[config.mk]
export PLATFORM = sky130hd
export DESIGN_NAME = spi_timing_unit
export DESIGN_NICKNAME = d
export VERILOG_FILES = /design/src/rtl/spt_pkg.sv /design/src/rtl/spt_cfg_regs.sv /design/src/rtl/spt_frame_fsm.sv /design/src/rtl/spt_sclk_gen.sv /design/src/rtl/spi_timing_unit.sv
export SDC_FILE = /design/constraint.sdc
export NUM_CORES = 1
export LEC_CHECK = 0
export ABC_AREA = 1
export CAP_MARGIN = 20
export CORE_ASPECT_RATIO = 1.2
export CORE_MARGIN = 4
export CORE_UTILIZATION = 69
export DETAILED_ROUTE_END_ITERATION = 10
export DONT_BUFFER_PORTS = 1
export GPL_TIMING_DRIVEN = 0
export PLACE_DENSITY = 0.85
export SYNTH_ARGS = -nofsm -noshare
export SYNTH_HDL_FRONTEND = slang
export SYNTH_HIERARCHICAL = 1
export SYNTH_SLANG_ARGS = --single-unit
export TNS_END_PERCENT = 50
[constraint.sdc]
create_clock -name clk -period 4 [get_ports clk]
set_input_delay 0.8 -clock clk [delete_from_list [all_inputs] [get_ports clk]]
set_output_delay 0.8 -clock clk [all_outputs]
set_load 0.05 [all_outputs]
[src/rtl/spt_pkg.sv]
// Shared widths, field positions and types for the serial clock timing unit.
// Assumes a 32-bit register word; field positions are fixed by software.
package spt_pkg;
    localparam int REG_W  = 32;
    localparam int CS_W   = 4;
    localparam int BAUD_W = 4;
    localparam int DLY_W  = 8;

    localparam int BIT_EN    = 0;
    localparam int BIT_CPOL  = 1;
    localparam int BIT_CPHA  = 2;
    localparam int BIT_DEC   = 9;
    localparam int CS_LSB    = 10;
    localparam int BAUD_LSB  = 19;
    localparam int BIT_IDLE  = 31;

    localparam int SETUP_LSB  = 0;
    localparam int HOLD_LSB   = 8;
    localparam int SWITCH_LSB = 16;
    localparam int GAP_LSB    = 24;

    localparam logic [CS_W-1:0] CS_RESET = {{(CS_W-1){1'b1}}, 1'b0};

    typedef struct packed {
        logic [DLY_W-1:0] gap;
        logic [DLY_W-1:0] sw;
        logic [DLY_W-1:0] hold;
        logic [DLY_W-1:0] setup;
    } dly_t;

    typedef enum logic [2:0] {
        ST_IDLE, ST_SWITCH, ST_SETUP, ST_BURST, ST_HOLD, ST_GAP
    } frame_st_t;
endpackage

[src/rtl/spt_cfg_regs.sv]
// Configuration and delay word storage.
// Assumes writes are single-cycle strobes; while enabled only the enable bit
// of the configuration word may change and the delay word is frozen.
module spt_cfg_regs
    import spt_pkg::*;
(
    input  logic              clk,
    input  logic              rst_n,
    input  logic              cfg_we,
    input  logic [REG_W-1:0]  cfg_wdata,
    input  logic              dly_we,
    input  logic [REG_W-1:0]  dly_wdata,
    input  logic              idle,
    output logic              en,
    output logic              cpol,
    output logic              cpha,
    output logic [CS_W-1:0]   cs_field,
    output logic [BAUD_W-1:0] baud,
    output dly_t              dly,
    output logic [REG_W-1:0]  cfg_rdata,
    output logic [REG_W-1:0]  dly_rdata
);
    logic decode;
    logic unused_wbits;

    assign unused_wbits = ^cfg_wdata;

    // Configuration word update, locked except for enable while running
    always_ff @(posedge clk) begin
        if (!rst_n) begin
            en       <= 1'b0;
            cpol     <= 1'b0;
            cpha     <= 1'b0;
            decode   <= 1'b0;
            cs_field <= CS_RESET;
            baud     <= '0;
        end else if (cfg_we) begin
            en <= cfg_wdata[BIT_EN];
            if (!en) begin
                cpol     <= cfg_wdata[BIT_CPOL];
                cpha     <= cfg_wdata[BIT_CPHA];
                decode   <= cfg_wdata[BIT_DEC];
                cs_field <= cfg_wdata[CS_LSB +: CS_W];
                baud     <= cfg_wdata[BAUD_LSB +: BAUD_W];
            end
        end
    end

    // Delay word update, accepted only while disabled
    always_ff @(posedge clk) begin
        if (!rst_n) begin
            dly <= '0;
        end else if (dly_we && !en) begin
            dly.setup <= dly_wdata[SETUP_LSB  +: DLY_W];
            dly.hold  <= dly_wdata[HOLD_LSB   +: DLY_W];
            dly.sw    <= dly_wdata[SWITCH_LSB +: DLY_W];
            dly.gap   <= dly_wdata[GAP_LSB    +: DLY_W];
        end
    end

    // Read-back assembly of both words
    always_comb begin
        cfg_rdata                       = '0;
        cfg_rdata[BIT_EN]               = en;
        cfg_rdata[BIT_CPOL]             = cpol;
        cfg_rdata[BIT_CPHA]             = cpha;
        cfg_rdata[BIT_DEC]              = decode;
        cfg_rdata[CS_LSB +: CS_W]       = cs_field;
        cfg_rdata[BAUD_LSB +: BAUD_W]   = baud;
        cfg_rdata[BIT_IDLE]             = idle;
        dly_rdata                       = '0;
        dly_rdata[SETUP_LSB  +: DLY_W]  = dly.setup;
        dly_rdata[HOLD_LSB   +: DLY_W]  = dly.hold;
        dly_rdata[SWITCH_LSB +: DLY_W]  = dly.sw;
        dly_rdata[GAP_LSB    +: DLY_W]  = dly.gap;
    end

    AST_CFG_FROZEN: assert property (@(posedge clk) disable iff (!rst_n)
        ($past(en) && en) |-> ($stable(baud) && $stable(cs_field) && $stable(cpol) && $stable(cpha) && $stable(decode)));
    AST_DLY_FROZEN: assert property (@(posedge clk) disable iff (!rst_n)
        ($past(en) && en) |-> $stable(dly));
endmodule

[src/rtl/spt_frame_fsm.sv]
// Frame sequencer: switch wait, setup, clock burst, hold and inter-frame gap.
// Assumes each delay count N stretches its phase by N cycles; the switch
// phase is skipped entirely when its count is zero.
module spt_frame_fsm
    import spt_pkg::*;
#(
    parameter int LEN_W = 8
) (
    input  logic             clk,
    input  logic             rst_n,
    input  logic             en,
    input  logic             req,
    input  logic [LEN_W-1:0] req_len,
    input  logic [CS_W-1:0]  cs_field,
    input  dly_t             dly,
    input  logic             burst_done,
    output logic [LEN_W-1:0] len_q,
    output logic             run,
    output logic             cs_active,
    output logic             done,
    output logic             idle
);
    frame_st_t        state;
    logic [DLY_W-1:0] cnt;
    logic [CS_W-1:0]  last_dev;
    logic             dev_seen;
    logic             cnt_zero;

    assign cnt_zero = (cnt == '0);

    // Phase sequencing; a cleared enable returns to idle at once
    always_ff @(posedge clk) begin
        if (!rst_n) begin
            state    <= ST_IDLE;
            cnt      <= '0;
            len_q    <= '0;
            last_dev <= '0;
            dev_seen <= 1'b0;
        end else if (!en) begin
            state <= ST_IDLE;
            cnt   <= '0;
        end else begin
            case (state)
                ST_IDLE: if (req && req_len != '0) begin
                    len_q    <= req_len;
                    last_dev <= cs_field;
                    dev_seen <= 1'b1;
                    if (dev_seen && cs_field != last_dev && dly.sw != '0) begin
                        state <= ST_SWITCH;
                        cnt   <= dly.sw - 1'b1;
                    end else begin
                        state <= ST_SETUP;
                        cnt   <= dly.setup;
                    end
                end
                ST_SWITCH: if (cnt_zero) begin
                    state <= ST_SETUP;
                    cnt   <= dly.setup;
                end else cnt <= cnt - 1'b1;
                ST_SETUP: if (cnt_zero) state <= ST_BURST;
                          else cnt <= cnt - 1'b1;
                ST_BURST: if (burst_done) begin
                    state <= ST_HOLD;
                    cnt   <= dly.hold;
                end
                ST_HOLD: if (cnt_zero) begin
                    state <= ST_GAP;
                    cnt   <= dly.gap;
                end else cnt <= cnt - 1'b1;
                ST_GAP: if (cnt_zero) state <= ST_IDLE;
                        else cnt <= cnt - 1'b1;
                default: state <= ST_IDLE;
            endcase
        end
    end

    // Phase decode for the clock generator and chip-select driver
    always_comb begin
        run       = en && (state == ST_BURST);
        cs_active = en && (state == ST_SETUP || state == ST_BURST || state == ST_HOLD);
        done      = en && (state == ST_HOLD) && cnt_zero;
        idle      = (state == ST_IDLE);
    end

    AST_DONE_PULSE: assert property (@(posedge clk) disable iff (!rst_n)
        done |=> !done);
    AST_IDLE_NO_CS: assert property (@(posedge clk) disable iff (!rst_n)
        idle |-> !cs_active);
    AST_ZERO_LEN_IGNORED: assert property (@(posedge clk) disable iff (!rst_n)
        (idle && req && req_len == '0) |=> idle);
endmodule

[src/rtl/spt_sclk_gen.sv]
// Serial clock divider and edge strobes for one clock burst.
// Assumes run stays high for the whole burst; each half period lasts baud+1
// cycles and the burst ends after twice the latched length in edges.
module spt_sclk_gen
    import spt_pkg::*;
#(
    parameter int LEN_W = 8
) (
    input  logic              clk,
    input  logic              rst_n,
    input  logic              run,
    input  logic              cpol,
    input  logic              cpha,
    input  logic [BAUD_W-1:0] baud,
    input  logic [LEN_W-1:0]  len,
    output logic              sclk,
    output logic              sample_stb,
    output logic              shift_stb,
    output logic              burst_done
);
    localparam int ECNT_W = LEN_W + 1;

    logic [BAUD_W-1:0] hc;
    logic [ECNT_W-1:0] ecnt;
    logic [ECNT_W-1:0] last_edge;
    logic              sclk_q;
    logic              edge_q;
    logic              lead_q;
    logic              tick_edge;

    // Edge timing and end-of-burst detection
    always_comb begin
        tick_edge  = run && (hc == baud);
        last_edge  = {len, 1'b0} - 1'b1;
        burst_done = tick_edge && (ecnt == last_edge);
    end

    // Half-period counter, edge counter and clock register
    always_ff @(posedge clk) begin
        if (!rst_n) begin
            hc     <= '0;
            ecnt   <= '0;
            sclk_q <= 1'b0;
            edge_q <= 1'b0;
            lead_q <= 1'b0;
        end else if (!run) begin
            hc     <= '0;
            ecnt   <= '0;
            sclk_q <= cpol;
            edge_q <= 1'b0;
            lead_q <= 1'b0;
        end else begin
            edge_q <= tick_edge;
            lead_q <= ~ecnt[0];
            if (tick_edge) begin
                hc     <= '0;
                sclk_q <= ~sclk_q;
                ecnt   <= ecnt + 1'b1;
            end else begin
                hc <= hc + 1'b1;
            end
        end
    end

    // Output clock and phase-dependent strobes
    always_comb begin
        sclk       = run ? sclk_q : cpol;
        sample_stb = edge_q & (lead_q ^ cpha);
        shift_stb  = edge_q & ~(lead_q ^ cpha);
    end

    AST_BURST_ENDS_IDLE_LEVEL: assert property (@(posedge clk) disable iff (!rst_n)
        burst_done |=> (sclk_q == $past(cpol)));
    AST_STROBE_AFTER_RUN: assert property (@(posedge clk) disable iff (!rst_n)
        (sample_stb || shift_stb) |-> $past(run));
endmodule

[src/rtl/spi_timing_unit.sv]
// Top level: serial clock and chip-select timing for a serial flash master.
// Assumes a single reference clock; data shifting is done by a neighbour
// that follows sample_stb and shift_stb.
module spi_timing_unit #(
    parameter int LEN_W = 8
) (
    input  logic             clk,
    input  logic             rst_n,
    input  logic             cfg_we,
    input  logic [31:0]      cfg_wdata,
    output logic [31:0]      cfg_rdata,
    input  logic             dly_we,
    input  logic [31:0]      dly_wdata,
    output logic [31:0]      dly_rdata,
    input  logic             xfer_req,
    input  logic [LEN_W-1:0] xfer_len,
    output logic             xfer_done,
    output logic             sclk,
    output logic             sample_stb,
    output logic             shift_stb,
    output logic [3:0]       cs_n
);
    import spt_pkg::*;

    logic              en;
    logic              cpol;
    logic              cpha;
    logic [CS_W-1:0]   cs_field;
    logic [BAUD_W-1:0] baud;
    dly_t              dly;
    logic              idle;
    logic              run;
    logic              cs_active;
    logic              burst_done;
    logic [LEN_W-1:0]  len_q;

    spt_cfg_regs u_regs (
        .clk       (clk),
        .rst_n     (rst_n),
        .cfg_we    (cfg_we),
        .cfg_wdata (cfg_wdata),
        .dly_we    (dly_we),
        .dly_wdata (dly_wdata),
        .idle      (idle),
        .en        (en),
        .cpol      (cpol),
        .cpha      (cpha),
        .cs_field  (cs_field),
        .baud      (baud),
        .dly       (dly),
        .cfg_rdata (cfg_rdata),
        .dly_rdata (dly_rdata)
    );

    spt_frame_fsm #(.LEN_W(LEN_W)) u_fsm (
        .clk        (clk),
        .rst_n      (rst_n),
        .en         (en),
        .req        (xfer_req),
        .req_len    (xfer_len),
        .cs_field   (cs_field),
        .dly        (dly),
        .burst_done (burst_done),
        .len_q      (len_q),
        .run        (run),
        .cs_active  (cs_active),
        .done       (xfer_done),
        .idle       (idle)
    );

    spt_sclk_gen #(.LEN_W(LEN_W)) u_sclk (
        .clk        (clk),
        .rst_n      (rst_n),
        .run        (run),
        .cpol       (cpol),
        .cpha       (cpha),
        .baud       (baud),
        .len        (len_q),
        .sclk       (sclk),
        .sample_stb (sample_stb),
        .shift_stb  (shift_stb),
        .burst_done (burst_done)
    );

    // Chip-select lines: field while a frame owns the bus, else no device
    always_comb cs_n = cs_active ? cs_field : '1;

    AST_OFF_QUIET: assert property (@(posedge clk) disable iff (!rst_n)
        !en |-> (cs_n == 4'hF && sclk == cpol));
    AST_IDLE_CLOCK_LEVEL: assert property (@(posedge clk) disable iff (!rst_n)
        idle |-> (sclk == cpol));
endmodule

==> results.py, run 1 <==
metrics = {
    "outcome": {
        "status": "finished clean",
    },
    "finish": {
        "diodes": 0,
        "area_growth_pct": 7.65,
        "drive_gt1_share_pct": 15.4,
        "final_nets": 977,
        "seqCellArea_um2": 1680,
        "fillCellCount": 659,
        "multiInputGateArea_um2": 2740,
        "finish.utilization_pct": 76.5,
    },
    "worst_setup_path": {
        "critPathKind": "reg2out",
        "crit_required_ps": 3200,
        "worstRegToRegCells": 14,
        "reg2reg_from": "u_fsm/state[1]",
        "critPathArrivalTime_ps": 2220,
        "r2r_slack_ps": 1480,
        "startpoint_type": "register",
        "crit_path_end_kind": "primary output",
        "r2r_end": "u_fsm/cnt[1]",
        "crit_fanout": 9,
    },
    "power": {
        "powerDensity_nw_per_um2": 378,
        "peakVddDrop_mv": 0.295,
        "power.leakage_nw": 3.13,
    },
    "sta": {
        "grt_setup_unrepaired": "false",
        "hold_viol": 0,
        "setup_viol": 0,
        "maxSlewViolCount": 0,
        "period_share_pct": 75.5,
        "fin_setup_tns_ps": 0,
        "period_needed_ps": 3020,
        "clock_skew_ps": 14.5,
        "slew_headroom_pct": 37.6,
        "fmax_mhz": 331,
        "worstMarginPinSlew_ps": 931,
    },
    "global_routing": {
        "antenna_found_initial": 0,
        "grt_overflow": 0,
        "grt_use_total_pct": 28.7,
        "grt_pass1_wl_um": 21700,
        "grt_pass1_vias": 4893,
        "grt_max_degree": 17,
    },
    "min_path": {
        "worstHoldPathCells": 2,
        "hold_end": "u_fsm/len_q[1]",
        "worstHoldStart": "u_fsm/len_q[1]",
        "hp-class": "reg2reg",
    },
    "floorplan": {
        "die_area_um2": 9380,
        "start_util_pct": 71.1,
        "num_rows": 35,
        "io-pin-count": 149,
        "die_h_um": 105,
        "core_um2": 7660,
        "die_w_um": 89.1,
    },
    "clocking": {
        "post_cts_buffers": 0,
        "clkSlewWorstSetupHoldPaths_ps": 90,
        "postCtsHoldBufs": 0,
        "worstSkewPairLatency_ps": 360,
        "clk_path_buf_depth": 2,
        "cts-buffers-inserted": 9,
        "ctsResizeCount": 0,
        "cts-root-buf": "clkbuf_8",
        "cts_tree": "done",
        "cts_sinks": 84,
        "htreeDepth": 3,
    },
    "yosys": {
        "synth_top_area_cell": "dfxtp_1",
        "ys_types": 37,
        "synth_edf_count": 0,
        "synthCells": 865,
        "postSynthAreaPerCell_um2": 6.30,
        "synth_seq_cells": 84,
        "mappedNetlistArea_um2": 5450,
        "synthArstFlopShare_pct": 0,
        "synthTopCellsByArea": "dfxtp_1, nand2_1, nor2_1",
        "synth_ff_type": "dfxtp_1",
        "ys_seq_area_share_pct": 30.9,
        "synth_top_cell_area_share_pct": 30.9,
        "yosysWarnings": 6,
    },
    "routing": {
        "drc_errors": 0,
        "wl_per_cell_um": 13.3,
        "ant_nets": 0,
        "vias": 5178,
        "drt-pass1-iter-count": 4,
        "wl_um": 13100,
        "drtIter0Drc": 316,
        "drt-vias-per-instance": 5.23,
    },
    "placement": {
        "place.gp.congestion": 0.889,
        "hpwlAfterDp_um": 10300,
        "port-buffer-count": 0,
    },
    "flow_run": {
        "maxCapViolations": 0,
    },
}
-- synth_stat cells (2+ instances only) --
master    instances
nor2_2            6
buf_4            64
xor2_1           11
o21ai_1           4
a21oi_1          37
or2_2             2
nand4_1           4
ha_1              6
clkbuf_1          4
nand3_1          80
buf_6             5
nor2_4            4
o21ai_2           2
o21ai_0          25
inv_1           117
nor2_1          141
dfxtp_1          84
xnor2_1           7
nand2_4           4
inv_2             7
nand2_1         218
nor3_1            2
nand2_2           4
nor2_8            2
buf_2            12
nand3_2           2
-- critical path: stages, from the launching register on --
cell and delay (ps):
dfxtp_1 500, inv_2 140, nor2_8 210, inv_4 50
nor2_1 310, inv_1 200, nand2_1 120, nand2_1 330
-- registers in the layout, indices dropped and copies added (netlist names) --
signal and cells:
u_fsm/last_dev 4, u_sclk/hc 4, u_fsm/len_q 8, u_sclk/sclk_q 1
u_regs/baud 4, u_regs/cs_field 4, u_regs/decode 1, u_fsm/state 3
u_sclk/ecnt 9, u_regs/cpha 1, u_regs/en 1, u_sclk/lead_q 1
u_fsm/cnt 8, u_regs/cpol 1, u_fsm/dev_seen 1, u_sclk/edge_q 1
u_regs/dly 32
-- layout make-up --
cell class,instances,share of cell area [%]
multi-input combinational,586,46.7
tap,92,1.96
inverter,126,8.20
clock buffer,9,2.11
clock inverter,7,1.79
buffer,87,10.6
sequential,84,28.7
-- layer usage --
metal	vias up	wire length, um	track usage [%]
met3	24	733	4.77
met5	-	0	0
met1	2354	4920	31.3
met2	177	7230	53.9
met4	0	253	10.0
li1	2623	-	-
-- where the power goes --
group	leakage [nW]	internal (W)	switching (W)	total [W]
clock network	0.112	0.000361	0.000331	0.000693
logic	2.32	0.000179	0.000397	0.000576
registers	0.690	0.000884	0.0000629	0.000947
-- layout by cell type, fill, tap and decap left out, types with 5 or more instances in the layout --
cell and count:
ha_1 6, xnor2_1 7, nand3_1 80, nand2_1 218, conb_1 19, xor2_1 11, dfxtp_1 84, nor2_2 6
a21oi_1 37, inv_1 117, buf_2 12, o21ai_0 25, nor2_1 141, clkbuf_8 9, buf_6 5, buf_4 64
inv_2 7
-- cells by family (layout without fill, tap and decap cells) --
family | Yosys count | in the layout | share of synthesized area, %
xor gates and xnor gates | 18 | 18 | 2.90
other | 1 | 19 | 0.0689
AOI/OAI and AO/OA | 70 | 70 | 6.76
buffers and inverters | 213 | 229 | 20.2
and+or+nand+nor | 473 | 473 | 37.8
adders and majority gates | 6 | 6 | 1.38
DFF | 84 | 84 | 30.9
-- through the flow --
stage	hold WS, ps	total power (W)	setup slack (ps)	area [um^2]	cells
after detailed placement	452	0.00153	1440	5630	975
after global placement	434	0.00152	1030	5630	975
after CTS	465	0.00222	984	5860	991
after global routing	486	0.00232	852	5860	991
after floorplan	424	0.00145	1270	5510	883
final	462	0.00222	979	5860	991
-- worst max path at each step --
| stage | from | depth (start not counted) | slack, ps | to |
|---|---|---|---|---|
| 2_1_floorplan | u_fsm/cnt[0] | 6 | 1270 | xfer_done |
| 3_3_place_gp | u_fsm/cnt[0] | 6 | 1030 | xfer_done |
| 3_5_place_dp | u_fsm/state[1] | 7 | 1440 | sclk |
| 4_1_cts | u_regs/en | 5 | 980 | sclk |
| 5_1_grt | u_fsm/state[1] | 7 | 850 | sclk |
| 6_report | u_fsm/state[1] | 7 | 980 | sclk |
Power figures use the tool's default switching activity.
==> run 2, diff against run 1 <==
Settings changed: CORE_UTILIZATION 69 to 58, PLACE_DENSITY 0.85 to 0.76.
Clock period 4 ns to 2.7 ns, I/O delays scaled along.
==> results.py, run 2 (same netlist as run 1, synthesis figures left out) <==
metrics = {
    "finish": {
        "largest-register": "u_regs/dly",
        "diodes": 0,
        "final_common_cell": "nand2_1",
        "largest_register_ffs": 32,
        "final_cell_mix": "nand2_1, nor2_1, inv_1, dfxtp_1, nand3_1",
        "seqCellArea_um2": 1680,
        "multiInputGateArea_um2": 2760,
        "area_growth_pct": 8.02,
        "fin_cells": 1019,
        "drive_gt1_share_pct": 16.2,
        "top_regs": "u_regs/dly: 32 flops, u_sclk/ecnt: 9 flops",
        "fillCellCount": 892,
        "final_nets": 977,
    },
    "sta": {
        "maxSlewViolCount": 0,
        "period_needed_ps": 2490,
        "hold_viol": 0,
        "setup_viol": 0,
        "period_share_pct": 92.4,
        "fmax_mhz": 401,
        "setup_slack_ps": 206,
        "clock_skew_ps": 11.5,
        "worstMarginPinSlew_ps": 881,
        "grt_setup_unrepaired": "false",
        "slew_headroom_pct": 41.1,
    },
    "worst_setup_path": {
        "crit_path_end_kind": "primary output",
        "crit_required_ps": 2160,
        "critPathKind": "reg2out",
        "worstRegToRegCells": 13,
        "path_common_cell": "inv_1",
        "worst_path_max_delay_cell": "nor3_4",
        "cp_slowest_stage_delay_ps": 520,
        "critPathArrivalTime_ps": 1950,
        "reg2reg_from": "u_fsm/state[1]",
        "r2r_slack_ps": 240,
        "cp_num_buf_inv": 2,
        "critPathTopFamily": "simple AND/OR/NAND/NOR gates",
        "crit_fanout": 4,
        "startpoint_type": "register",
        "r2r_end": "u_fsm/cnt[4]",
        "crit_chain": "inv_1, ha_1, inv_1, nor2_2, nand4_1, nor3_4",
    },
    "power": {
        "p_int_w": 0.00193,
        "clkPwrFrac_pct": 27.8,
        "peakVddDrop_mv": 0.306,
        "power.leakage_nw": 3.12,
        "powerDensity_nw_per_um2": 531,
        "pwr-share-seq_pct": 44.9,
        "p_switching_w": 0.00119,
        "p_comb_share_pct": 27.3,
        "swShare_pct": 38.2,
    },
    "floorplan": {
        "start_util_pct": 60.0,
        "die_w_um": 96.5,
        "core_um2": 9080,
        "io-pin-count": 149,
        "die_h_um": 114,
        "num_rows": 38,
        "die_area_um2": 11000,
    },
    "routing": {
        "vias": 5051,
        "drt-pass1-iter-count": 5,
        "wl_um": 13300,
        "drc_errors": 0,
        "wl_per_cell_um": 13.0,
        "drtIter0Drc": 249,
        "drt-vias-per-instance": 4.96,
        "ant_nets": 0,
    },
    "placement": {
        "port-buffer-count": 0,
        "place.gp.congestion": 0.908,
        "dpl_worst_slack_ps": 161,
        "hpwlAfterDp_um": 10700,
        "dp.cells": 1003,
    },
    "min_path": {
        "worstHoldStart": "rst_n",
        "hp-class": "in2reg",
        "worstHoldPathCells": 2,
        "hold_end": "u_fsm/len_q[6]",
    },
    "global_routing": {
        "grt_pass1_vias": 4833,
        "grt_max_degree": 18,
        "antenna_found_initial": 0,
        "grt_overflow": 0,
        "grt_pass1_wl_um": 21600,
        "grt_use_total_pct": 25.0,
    },
    "clocking": {
        "clkSlewWorstSetupHoldPaths_ps": 90,
        "cts-buffers-inserted": 9,
        "cts-root-buf": "clkbuf_8",
        "htreeDepth": 3,
        "clk_path_buf_depth": 2,
        "cts_sinks": 84,
        "postCtsHoldBufs": 0,
        "cts_tree": "done",
        "worstSkewPairLatency_ps": 370,
    },
    "outcome": {
        "status": "finished clean",
    },
    "flow_run": {
        "maxCapViolations": 0,
    },
}
-- run 2: worst max path at each step --
stage / start / endpoint / cells past startpoint
final: u_fsm/cnt[0] / xfer_done / 6
after global routing: u_fsm/cnt[0] / xfer_done / 6
after CTS: u_fsm/cnt[0] / xfer_done / 6
after detailed placement: u_fsm/state[1] / u_fsm/cnt[4] / 13
after global placement: u_fsm/cnt[0] / xfer_done / 6
after floorplan: u_fsm/cnt[0] / xfer_done / 6
-- run 2: worst reg2reg max path, cell delays in order (launching register included) --
cell and delay (ps):
dfxtp_1 500, inv_2 140, nor2_8 220, inv_4 70, nor2_2 210, nand3_2 210
nor2_1 140, nand3_1 90, nor2_1 100, or2_4 160, nand2_2 70, nor2_4 180
nand3_1 150, a21oi_1 150
-- run 2: what timing repair did --
action                     4_1_cts  5_1_grt
setup buffers                    0        0
resized for setup                1        8
setup endpoints to repair        1       10
-- run 2: cell type report --
class / count / area share, %
sequential: 84 / 28.6
buffer: 87 / 10.6
clock buffer: 9 / 2.11
clock inverter: 7 / 1.06
tap: 120 / 2.55
inverter: 126 / 8.17
multi-input combinational: 586 / 47.0
-- run 2: power by group through the flow --
stage          sequential, W  combinational (W)  clock, W
2_1_floorplan        0.00140           0.000741         0
3_3_place_gp         0.00143           0.000827         0
3_5_place_dp         0.00143           0.000845         0
4_1_cts              0.00140           0.000849  0.000891
5_1_grt              0.00141           0.000937  0.000950
6_report             0.00140           0.000853  0.000868
-- run 2: through the flow --
stage / instance area [um^2] / setup TNS [ps] / utilization (%) / total power [W] / hold slack [ps]
after floorplan: 5510 / 0 / - / 0.00214 / 424
after global placement: 5660 / -39.7 / 62.4 / 0.00226 / 440
after detailed placement: 5670 / 0 / 62.4 / 0.00228 / 445
after CTS: 5860 / 0 / 64.5 / 0.00314 / 289
after global routing: 5880 / 0 / 64.8 / 0.00330 / 290
final: 5880 / 0 / 64.8 / 0.00312 / 302
-- run 2: metal layers --
layer | GRT usage (%) | vias up | share of wire [%]
met1 | 26.7 | 2262 | 38
met4 | 12.8 | 0 | 3.2
li1 | - | 2620 | -
met5 | 0 | - | 0
met2 | 46.2 | 141 | 54
met3 | 4.01 | 28 | 5.3
==> run 3, diff against run 2 <==
Clock period 2.7 ns to 2.15 ns, I/O delays scaled along.
==> results.py, run 3 (same netlist as run 1, synthesis figures left out) <==
metrics = {
    "finish": {
        "final_nets": 992,
        "final_common_cell": "nand2_1",
        "seqCellArea_um2": 1700,
        "drive_gt1_share_pct": 21.7,
        "top_regs": "u_regs/dly: 32 flops, u_sclk/ecnt: 9 flops",
        "multiInputGateArea_um2": 2920,
        "largest_register_ffs": 32,
        "area_growth_pct": 14.5,
        "fin_cells": 1034,
        "final_cell_mix": "nand2_1, nor2_1, inv_1, nand3_1",
        "diodes": 0,
        "fillCellCount": 846,
        "finish.utilization_pct": 68.6,
        "largest-register": "u_regs/dly",
    },
    "min_path": {
        "hp-class": "in2reg",
    },
    "clocking": {
        "clk_path_buf_depth": 2,
        "clkSlewWorstSetupHoldPaths_ps": 80,
        "htreeDepth": 3,
        "worstSkewPairLatency_ps": 370,
        "cts_tree": "done",
        "cts-root-buf": "clkbuf_8",
        "cts-buffers-inserted": 9,
        "cts_sinks": 84,
    },
    "power": {
        "powerDensity_nw_per_um2": 670,
        "power.leakage_nw": 3.27,
        "peakVddDrop_mv": 0.389,
    },
    "worst_setup_path": {
        "cp-endpoint": "xfer_done",
        "r2r_slack_ps": -40,
        "cp-startpoint": "u_fsm/cnt[0]",
        "crit_path_end_kind": "primary output",
        "r2r_end": "u_fsm/cnt[2]",
        "worstRegToRegCells": 16,
        "reg2reg_from": "u_fsm/state[2]",
        "startpoint_type": "register",
        "critPathKind": "reg2out",
        "crit_fanout": 3,
        "crit_required_ps": 1720,
        "critPathArrivalTime_ps": 1810,
    },
    "routing": {
        "wl_um": 14100,
        "drtIter0Drc": 216,
        "drt-vias-per-instance": 5.06,
        "vias": 5235,
        "ant_nets": 0,
        "drt-pass1-iter-count": 5,
        "drc_errors": 0,
        "wl_per_cell_um": 13.6,
    },
    "floorplan": {
        "die_w_um": 96.5,
        "die_h_um": 114,
        "die_area_um2": 11000,
        "core_um2": 9080,
        "start_util_pct": 60.0,
        "io-pin-count": 149,
        "num_rows": 38,
    },
    "outcome": {
        "violations": "setup timing",
        "status": "complete, but fails checks",
    },
    "placement": {
        "dp.cells": 1003,
        "port-buffer-count": 0,
        "place.gp.congestion": 0.915,
        "hpwlAfterDp_um": 10600,
        "dpl_worst_slack_ps": -381,
    },
    "sta": {
        "hold_viol": 0,
        "whs_ps": 194,
        "clock_skew_ps": 6.99,
        "maxSlewViolCount": 0,
        "fin_setup_tns_ps": -160,
        "period_share_pct": 104,
        "fmax_mhz": 446,
        "worstMarginPinSlew_ps": 890,
        "period_needed_ps": 2240,
        "setup_viol": 4,
        "slew_headroom_pct": 40.5,
        "grt_setup_unrepaired": "true",
        "setup_slack_ps": -93.3,
    },
    "global_routing": {
        "grt_max_degree": 16,
        "grt_use_total_pct": 26.2,
        "grt_pass1_wl_um": 22700,
        "antenna_found_initial": 0,
        "grt_pass1_vias": 5155,
        "grt_overflow": 0,
    },
    "flow_run": {
        "maxCapViolations": 0,
    },
}
run 3: cell count changes in the layout (fill, tap and decap cells not counted), moves of 3 or more:
cell     previous run  this run
nor2_1            139       134
buf_4              64        75
nand2_4             4        10
a21oi_2             1         5
nor2_4              4         7
dfxtp_2             0         8
inv_1             117       110
dfxtp_1            84        75
nand2_1           213       207
a21oi_1            36        31
inv_2               7        14
nand3_1            80        77
inv_6               6         2
run 3: metal layers:
| metal | vias up | wire length (um) | global-route usage [%] |
|---|---|---|---|
| met2 | 140 | 7650 | 50.4 |
| met1 | 2414 | 5380 | 26.5 |
| met5 | - | 0 | 0 |
| met4 | 0 | 442 | 11.6 |
| met3 | 32 | 599 | 4.87 |
| li1 | 2649 | - | - |
run 3: what timing repair did:
item	in CTS	in global routing
setup buffers	14	1
endpoints found under the setup margin	18	18
pin swaps	16	24
hold buffers	0	0
resized for setup	36	27
cloned	0	0
run 3: cell type report:
| cell class | count | share of cell area, % |
|---|---|---|
| well taps | 120 | 2.41 |
| clock inverters | 7 | 1.61 |
| clock buffers | 9 | 1.99 |
| inverters | 126 | 7.71 |
| repair buffers | 15 | 2.33 |
| flip-flops and latches | 84 | 27.2 |
| plain buffers | 87 | 9.96 |
| multi-input cells | 586 | 46.8 |
run 3: report_power, final:
| group | switching (W) | total [W] | internal [W] |
|---|---|---|---|
| Sequential | 0.000117 | 0.00176 | 0.00165 |
| Combinational | 0.000780 | 0.00115 | 0.000366 |
| Clock | 0.000610 | 0.00127 | 0.000659 |
run 3: critical path, cell delays in order (launching register included):
cell	delay, ps
dfxtp_2	330
inv_2	90
ha_4	140
inv_2	40
nor2_4	70
nand4_1	120
buf_6	160
nor3_4	490
run 3: how the worst min path moves through the flow:
stage | slack, ps | to | from | depth (start not counted)
3_3_place_gp | 440 | u_sclk/sclk_q | u_sclk/sclk_q | 1
2_1_floorplan | 420 | u_fsm/len_q[1] | u_fsm/len_q[1] | 2
5_1_grt | 180 | u_fsm/len_q[0] | rst_n | 2
4_1_cts | 190 | u_fsm/len_q[0] | rst_n | 2
3_5_place_dp | 450 | u_fsm/len_q[1] | u_fsm/len_q[1] | 2
6_report | 190 | u_fsm/len_q[0] | rst_n | 2
run 3: metrics by stage:
step                total power [W]  cell area, um^2
floorplan                   0.00269             5520
global placement            0.00283             5670
detailed placement          0.00286             5670
CTS                         0.00415             6150
global route                0.00437             6230
finish                      0.00418             6230
